$ cat src/rtl/cbu_pkg.sv
package cbu_pkg;

    typedef enum logic [1:0] {
        CTR_IGNORE  = 2'd0,
        CTR_NONZERO = 2'd1,
        CTR_ZERO    = 2'd2,
        CTR_NEVER   = 2'd3
    } ctr_mode_e;

    typedef enum logic {
        ST_IDLE   = 1'b0,
        ST_REPORT = 1'b1
    } rpt_state_e;

endpackage

$ cat src/rtl/cbu_compare.sv
module cbu_compare #(
    parameter int DATA_W = 32
) (
    input  logic [DATA_W-1:0] op_a,
    input  logic [DATA_W-1:0] op_b,
    input  logic              is_unsigned,
    input  logic              so,
    output logic [3:0]        flags
);
    logic lt, eq;

    always_comb begin
        eq = (op_a == op_b);
        if (is_unsigned) lt = (op_a < op_b);
        else             lt = ($signed(op_a) < $signed(op_b));
        flags = {lt, !lt && !eq, eq, so};
    end
endmodule

$ cat src/rtl/cbu_cr_file.sv
module cbu_cr_file #(
    parameter int NFIELD = 8,
    localparam int FIELD_W = 4,
    localparam int CR_W = NFIELD * FIELD_W,
    localparam int FSEL_W = $clog2(NFIELD)
) (
    input  logic               clk,
    input  logic               rst_n,
    input  logic               cmp_we,
    input  logic [FSEL_W-1:0]  cmp_field,
    input  logic [FIELD_W-1:0] cmp_bits,
    input  logic               rec_we,
    input  logic [FIELD_W-1:0] rec_bits,
    output logic [CR_W-1:0]    cr_q
);
    for (genvar f = 0; f < NFIELD; f++) begin : g_field
        localparam bit IS_F0 = (f == 0);
        logic [FIELD_W-1:0] fq;
        logic               hit_cmp;
        logic               hit_rec;

        assign hit_cmp = cmp_we && (cmp_field == FSEL_W'(f));
        assign hit_rec = rec_we && IS_F0;

        always_ff @(posedge clk) begin
            if (!rst_n)       fq <= '0;
            else if (hit_cmp) fq <= cmp_bits;
            else if (hit_rec) fq <= rec_bits;
        end

        assign cr_q[CR_W-1-FIELD_W*f -: FIELD_W] = fq;
    end
endmodule

$ cat src/rtl/cbu_ctr.sv
module cbu_ctr #(
    parameter int DATA_W = 32
) (
    input  logic              clk,
    input  logic              rst_n,
    input  logic              wr,
    input  logic [DATA_W-1:0] wr_data,
    input  logic              dec,
    output logic [DATA_W-1:0] ctr_q,
    output logic [DATA_W-1:0] ctr_next_dec
);
    assign ctr_next_dec = ctr_q - DATA_W'(1);

    always_ff @(posedge clk) begin
        if (!rst_n)   ctr_q <= '0;
        else if (wr)  ctr_q <= wr_data;
        else if (dec) ctr_q <= ctr_next_dec;
    end
endmodule

$ cat src/rtl/cbu_branch_eval.sv
module cbu_branch_eval
    import cbu_pkg::*;
#(
    parameter int DATA_W = 32,
    parameter int CR_W = 32,
    localparam int BSEL_W = $clog2(CR_W)
) (
    input  logic [CR_W-1:0]   cr,
    input  logic [DATA_W-1:0] ctr_dec,
    input  logic [BSEL_W-1:0] bit_sel,
    input  logic              sense,
    input  logic              test_cond,
    input  logic [1:0]        mode,
    output logic              taken,
    output logic              do_dec
);
    logic [CR_W-1:0] cr_rev;
    logic            ctr_ok, cond_ok;
    ctr_mode_e       m;

    for (genvar i = 0; i < CR_W; i++) begin : g_rev
        assign cr_rev[i] = cr[CR_W-1-i];
    end

    always_comb begin
        m       = ctr_mode_e'(mode);
        cond_ok = !test_cond || (cr_rev[bit_sel] == sense);
        do_dec  = 1'b0;
        ctr_ok  = 1'b0;
        unique case (m)
            CTR_IGNORE:  ctr_ok = 1'b1;
            CTR_NONZERO: begin do_dec = 1'b1; ctr_ok = (ctr_dec != '0); end
            CTR_ZERO:    begin do_dec = 1'b1; ctr_ok = (ctr_dec == '0); end
            CTR_NEVER:   ctr_ok = 1'b0;
        endcase
        taken = ctr_ok && cond_ok;
    end
endmodule

$ cat src/rtl/cond_branch_unit.sv
module cond_branch_unit
    import cbu_pkg::*;
#(
    parameter int DATA_W = 32,
    parameter int IMM_W = 16,
    parameter int NFIELD = 8,
    localparam int CR_W = NFIELD * 4,
    localparam int FSEL_W = $clog2(NFIELD),
    localparam int BSEL_W = $clog2(CR_W)
) (
    input  logic              clk,
    input  logic              rst_n,
    input  logic              so_in,
    input  logic              cmp_valid,
    input  logic [FSEL_W-1:0] cmp_field,
    input  logic              cmp_unsigned,
    input  logic              cmp_use_imm,
    input  logic [DATA_W-1:0] cmp_a,
    input  logic [DATA_W-1:0] cmp_b,
    input  logic [IMM_W-1:0]  cmp_imm,
    input  logic              rec_valid,
    input  logic [DATA_W-1:0] rec_result,
    input  logic              ctr_wr,
    input  logic [DATA_W-1:0] ctr_wr_data,
    input  logic              br_valid,
    input  logic [BSEL_W-1:0] br_bit,
    input  logic              br_sense,
    input  logic              br_test_cond,
    input  logic [1:0]        br_mode,
    output logic              br_done,
    output logic              br_taken,
    output logic [DATA_W-1:0] ctr_out,
    output logic [CR_W-1:0]   cr_out
);
    logic [DATA_W-1:0] op_b_eff;
    logic [3:0]        cmp_flags, rec_flags;
    logic [DATA_W-1:0] ctr_dec;
    logic              eval_taken, eval_dec;
    logic              taken_q;
    rpt_state_e        state_q, state_d;

    always_comb begin
        if (!cmp_use_imm)      op_b_eff = cmp_b;
        else if (cmp_unsigned) op_b_eff = {{(DATA_W-IMM_W){1'b0}}, cmp_imm};
        else                   op_b_eff = {{(DATA_W-IMM_W){cmp_imm[IMM_W-1]}}, cmp_imm};
    end

    cbu_compare #(.DATA_W(DATA_W)) u_cmp (
        .op_a(cmp_a), .op_b(op_b_eff), .is_unsigned(cmp_unsigned),
        .so(so_in), .flags(cmp_flags)
    );

    cbu_compare #(.DATA_W(DATA_W)) u_rec (
        .op_a(rec_result), .op_b('0), .is_unsigned(1'b0),
        .so(so_in), .flags(rec_flags)
    );

    cbu_cr_file #(.NFIELD(NFIELD)) u_cr (
        .clk(clk), .rst_n(rst_n),
        .cmp_we(cmp_valid), .cmp_field(cmp_field), .cmp_bits(cmp_flags),
        .rec_we(rec_valid), .rec_bits(rec_flags),
        .cr_q(cr_out)
    );

    cbu_branch_eval #(.DATA_W(DATA_W), .CR_W(CR_W)) u_eval (
        .cr(cr_out), .ctr_dec(ctr_dec), .bit_sel(br_bit), .sense(br_sense),
        .test_cond(br_test_cond), .mode(br_mode),
        .taken(eval_taken), .do_dec(eval_dec)
    );

    cbu_ctr #(.DATA_W(DATA_W)) u_ctr (
        .clk(clk), .rst_n(rst_n), .wr(ctr_wr), .wr_data(ctr_wr_data),
        .dec(br_valid && eval_dec), .ctr_q(ctr_out), .ctr_next_dec(ctr_dec)
    );

    // reporting machine: state register
    always_ff @(posedge clk) begin
        if (!rst_n) begin
            state_q <= ST_IDLE;
            taken_q <= 1'b0;
        end else begin
            state_q <= state_d;
            taken_q <= br_valid && eval_taken;
        end
    end

    always_comb begin
        unique case (state_q)
            ST_IDLE:   state_d = br_valid ? ST_REPORT : ST_IDLE;
            ST_REPORT: state_d = br_valid ? ST_REPORT : ST_IDLE;
        endcase
    end

    // reporting machine: outputs
    always_comb begin
        br_done  = 1'b0;
        br_taken = 1'b0;
        unique case (state_q)
            ST_IDLE:   ;
            ST_REPORT: begin br_done = 1'b1; br_taken = taken_q; end
        endcase
    end

    logic [CR_W-1:0] cr_rev;
    for (genvar i = 0; i < CR_W; i++) begin : g_crrev
        assign cr_rev[i] = cr_out[CR_W-1-i];
    end

    AST_CMP_ONE_FLAG: assert property (@(posedge clk) disable iff (!rst_n)
        cmp_valid |=> $onehot({cr_rev[{$past(cmp_field), 2'd0}],
                               cr_rev[{$past(cmp_field), 2'd1}],
                               cr_rev[{$past(cmp_field), 2'd2}]}));
    AST_SO_COPIED: assert property (@(posedge clk) disable iff (!rst_n)
        cmp_valid |=> cr_rev[{$past(cmp_field), 2'd3}] == $past(so_in));
    AST_DEC_BY_ONE: assert property (@(posedge clk) disable iff (!rst_n)
        br_valid && (br_mode == 2'd1 || br_mode == 2'd2) && !ctr_wr
        |=> ctr_out == $past(ctr_out) - DATA_W'(1));
    AST_DEC_KEEPS_CR: assert property (@(posedge clk) disable iff (!rst_n)
        br_valid && !cmp_valid && !rec_valid |=> $stable(cr_out));
    AST_DONE_AFTER_REQ: assert property (@(posedge clk) disable iff (!rst_n)
        br_valid |=> br_done);
    AST_TAKEN_IN_DONE: assert property (@(posedge clk) disable iff (!rst_n)
        br_taken |-> br_done);
endmodule

$ cat config.mk
export PLATFORM = sky130hd
export DESIGN_NAME = cond_branch_unit
export DESIGN_NICKNAME = d
export VERILOG_FILES = /design/src/rtl/cbu_pkg.sv /design/src/rtl/cbu_compare.sv /design/src/rtl/cbu_cr_file.sv /design/src/rtl/cbu_ctr.sv /design/src/rtl/cbu_branch_eval.sv /design/src/rtl/cond_branch_unit.sv
export SDC_FILE = /design/constraint.sdc
export NUM_CORES = 1
export LEC_CHECK = 0
export BUFFER_PORTS_ARGS = -buffer_cell sky130_fd_sc_hd__buf_2
export CORE_MARGIN = 2
export CORE_UTILIZATION = 52
export DETAILED_ROUTE_END_ITERATION = 7
export HOLD_SLACK_MARGIN = 0.05
export PLACE_DENSITY = 0.88
export SYNTH_ARGS = -nofsm -noshare
export SYNTH_HDL_FRONTEND = slang
export SYNTH_SLANG_ARGS = --single-unit
$ cat constraint.sdc
create_clock -name clk -period 6.95 [get_ports clk]
set_input_delay 0.695 -clock clk [delete_from_list [all_inputs] [get_ports clk]]
set_output_delay 0.695 -clock clk [all_outputs]
set_load 0.005 [all_outputs]
==> impl_metrics.ini <==
[critical_path]
crit_family = simple AND/OR/NAND/NOR gates
worstSetupEndpointType = flip-flop
crit_slowest_cell = nor2_1
cp.arrival_ns = 4.05
cp_cell_sequence = buf_2 > o21ai_1 > o21ai_0 > ha_1 > nand4_1 > nor4_1 > nand2_1 > nor2_1 > mux2i_1 > nor2b_1
required_ns = 7.23
worst-path-buf-inv = 1
startpoint_type = primary input
path_max_fanout = 33
cp_slowest_stage_delay_ns = 0.73
crit_type = primary input to flip-flop

[placement]
detailed_place_hpwl_mm = 12.4
io_buffers = 230
gp_congestion = 0.940
dp_cells = 937

[power]
combPwrFrac = 0.274
p_leak_nw = 2.85
switching_power_uw = 335
p_sw_frac = 0.319
powerDensity_nw_per_um2 = 165
clockPowerShare = 0.323
p_int_uw = 715
irDropWorstVdd_mv = 0.0881
seqPwrFrac = 0.403

[global_routing]
grt_pass1_wl_mm = 25.2
grt_max_degree = 74
grt_usage = 0.302
grt_pass1_vias = 5315
antenna_found_initial = 1
grt_overflow = 0

[timing]
setup-violations-final = 0
slew-limit-headroom = 0.292
fmax_mhz = 266
slew_viol_final = 0
tns_ns = 0
grt_setup_unrepaired = no
worst_pin_slew_ns = 1.06
period_needed_ns = 3.77
finalHoldViolCount = 0
finalCritPeriodShare = 0.542
fin_skew_ns = 0.00971

[floorplanning]
start_util = 0.537
die-width_um = 102
die_h_um = 102
core_um2 = 9280
fp.dieArea_um2 = 10400
ioPinCount = 231
std_cell_rows = 35

[synth]
syn_area_per_cell_um2 = 8.16
synthCells = 611
synth-async-reset-ratio = 0
yosys_warnings = 0
syn_area_um2 = 4980
synth-seq-cells = 66
ys_seq_area_frac = 0.265
ys_types = 65
synth_ff_type = dfxtp_1
synth_enable_flop_cells = 0
syn_nets = 810

[route]
drc = 0
vias = 5557
viasPerCell = 5.82
post_drt_wl_per_cell_um = 16.6
first_pass_iters = 5
ant_nets = 0
routed_wl_mm = 15.9
drt-initial-drc-count = 284

[cells_and_area]
drive_gt1_frac = 0.329
area_growth_pct = 27.8
finalNetCount = 1018
final_cells = 954

[clock_network]
cts-htree-levels = 3
clkTransAtPathRegs_ns = 0.08
cts_hold_buf = 0
cts_tree = yes
cts_resized = 0
root_buffer = clkbuf_8
clock_sinks = 66
cts_buffers = 9
clk_latency_ns = 0.34
clockBufferDepth = 2
cts_setup_buffers = 0

[run]
drv_cap = 0

[min_path]
min_path_type = flip-flop to flip-flop

[run_status]
status = complete, no violations
cell families after synthesis:
family / Yosys count / synth area share
AO/OA/AOI/OAI: 134 / 0.171
XOR/XNOR: 34 / 0.0597
adder cells (fa/ha/maj): 34 / 0.0853
buffers and inverters: 42 / 0.0349
flip-flops: 66 / 0.265
multiplexers: 44 / 0.0996
AND/OR/NAND/NOR: 257 / 0.284
cell usage in the layout, fill, tap and decap left out, types with 18 or more instances in the layout:
cell type and count:
nand2_1 61, and2_1 33, nor2b_1 19, nor4_1 18, ha_1 34, dfxtp_1 66
buf_2 230, nor2_1 36, mux2i_1 35, xnor2_1 26, a21oi_1 21, o21ai_0 61
registers in the layout, indices dropped and copies added, names as in the netlist:
register	count
u_ctr.ctr_q	32
u_cr.g_field.fq	32
taken_q	1
state_q	1
cells in the mapped netlist, drive strengths merged (4+ instances only):
cell | instances | area [um2]
nor2 | 36 | 135
a21oi | 21 | 105
a211oi | 4 | 30.0
xnor2 | 26 | 228
nand2 | 61 | 229
nand2b | 10 | 62.6
nand3b | 6 | 45.0
xor2 | 8 | 70.1
and2 | 34 | 213
mux2i | 35 | 350
o21ai | 63 | 315
ha | 34 | 425
nand3 | 10 | 55.1
or4 | 5 | 45.0
o32ai | 7 | 61.3
buf | 4 | 31.3
o211ai | 5 | 37.5
a21o | 4 | 30.0
nor4 | 20 | 146
or3 | 12 | 75.1
dfxtp | 66 | 1320
clkbuf | 30 | 113
mux4 | 4 | 90.1
nand4 | 17 | 106
nor3 | 15 | 80.1
nor2b | 20 | 128
o22ai | 4 | 25.0
mux2 | 5 | 56.3
inv | 8 | 30.0
routing by layer:
| metal | GRT usage | vias up | routed length (um) |
|---|---|---|---|
| li1 | - | 2653 | - |
| met1 | 0.349 | 2547 | 6300 |
| met5 | 0 | - | 8 |
| met4 | 0.133 | 2 | 585 |
| met2 | 0.541 | 298 | 7800 |
| met3 | 0.0568 | 57 | 1180 |
per-stage QoR:
stage                     power [mW]   util  hold slack [ns]  cell area [um2]  worst slack [ns]
after floorplan                0.602      -            0.470             4980              3.80
after global placement         0.701  0.664            0.482             6160              2.77
after detailed placement       0.712  0.664            0.486             6160              2.64
after CTS                       1.05  0.686            0.498             6370              2.99
after global routing            1.11  0.686            0.512             6370              2.85
final                           1.05  0.686            0.508             6370              3.18
worst register-to-register path, stage by stage (launching register included):
cell and delay, ns:
dfxtp_1 0.39, inv_1 0.11, ha_1 0.45, or4b_4 0.57, a2111oi_0 0.45, a41o_1 0.14
a31oi_1 0.09, or4_4 0.58, o21ai_1 0.16, nor2b_2 0.14
power groups by stage:
stage | Combinational, mW | Sequential [mW] | Clock (mW)
after detailed placement | 0.282 | 0.430 | 0
after CTS | 0.285 | 0.422 | 0.344
after floorplan | 0.179 | 0.423 | 0
after global placement | 0.272 | 0.429 | 0
after global routing | 0.319 | 0.426 | 0.362
final | 0.287 | 0.423 | 0.339
worst paths after layout:
check,slack (ns),startpoint,endpoint,cells after the start
hold / removal,0.51,u_cr.g_field[6].fq[2]$_SDFFE_PN0P_,u_cr.g_field[6].fq[2]$_SDFFE_PN0P_,2
setup reg to reg,3.81,u_ctr.ctr_q[0]$_SDFFE_PN0P_,taken_q$_SDFF_PN0_,9
setup / recovery,3.18,cmp_use_imm,u_cr.g_field[2].fq[1]$_SDFFE_PN0P_,10
hold reg to reg,0.51,u_cr.g_field[6].fq[2]$_SDFFE_PN0P_,u_cr.g_field[6].fq[2]$_SDFFE_PN0P_,2
cell type report:
cell class                      instances  area (um2)
Antenna cell                            1        2.50
Clock buffer                           12         155
Clock inverter                          4        50.0
Fill cell                             774        2920
Inverter                                8        30.0
Multi-Input combinational cell        503        3490
Sequential cell                        66        1320
Tap cell                              129         161
Timing Repair Buffer                  231        1160
Power figures use the tool's default switching activity.
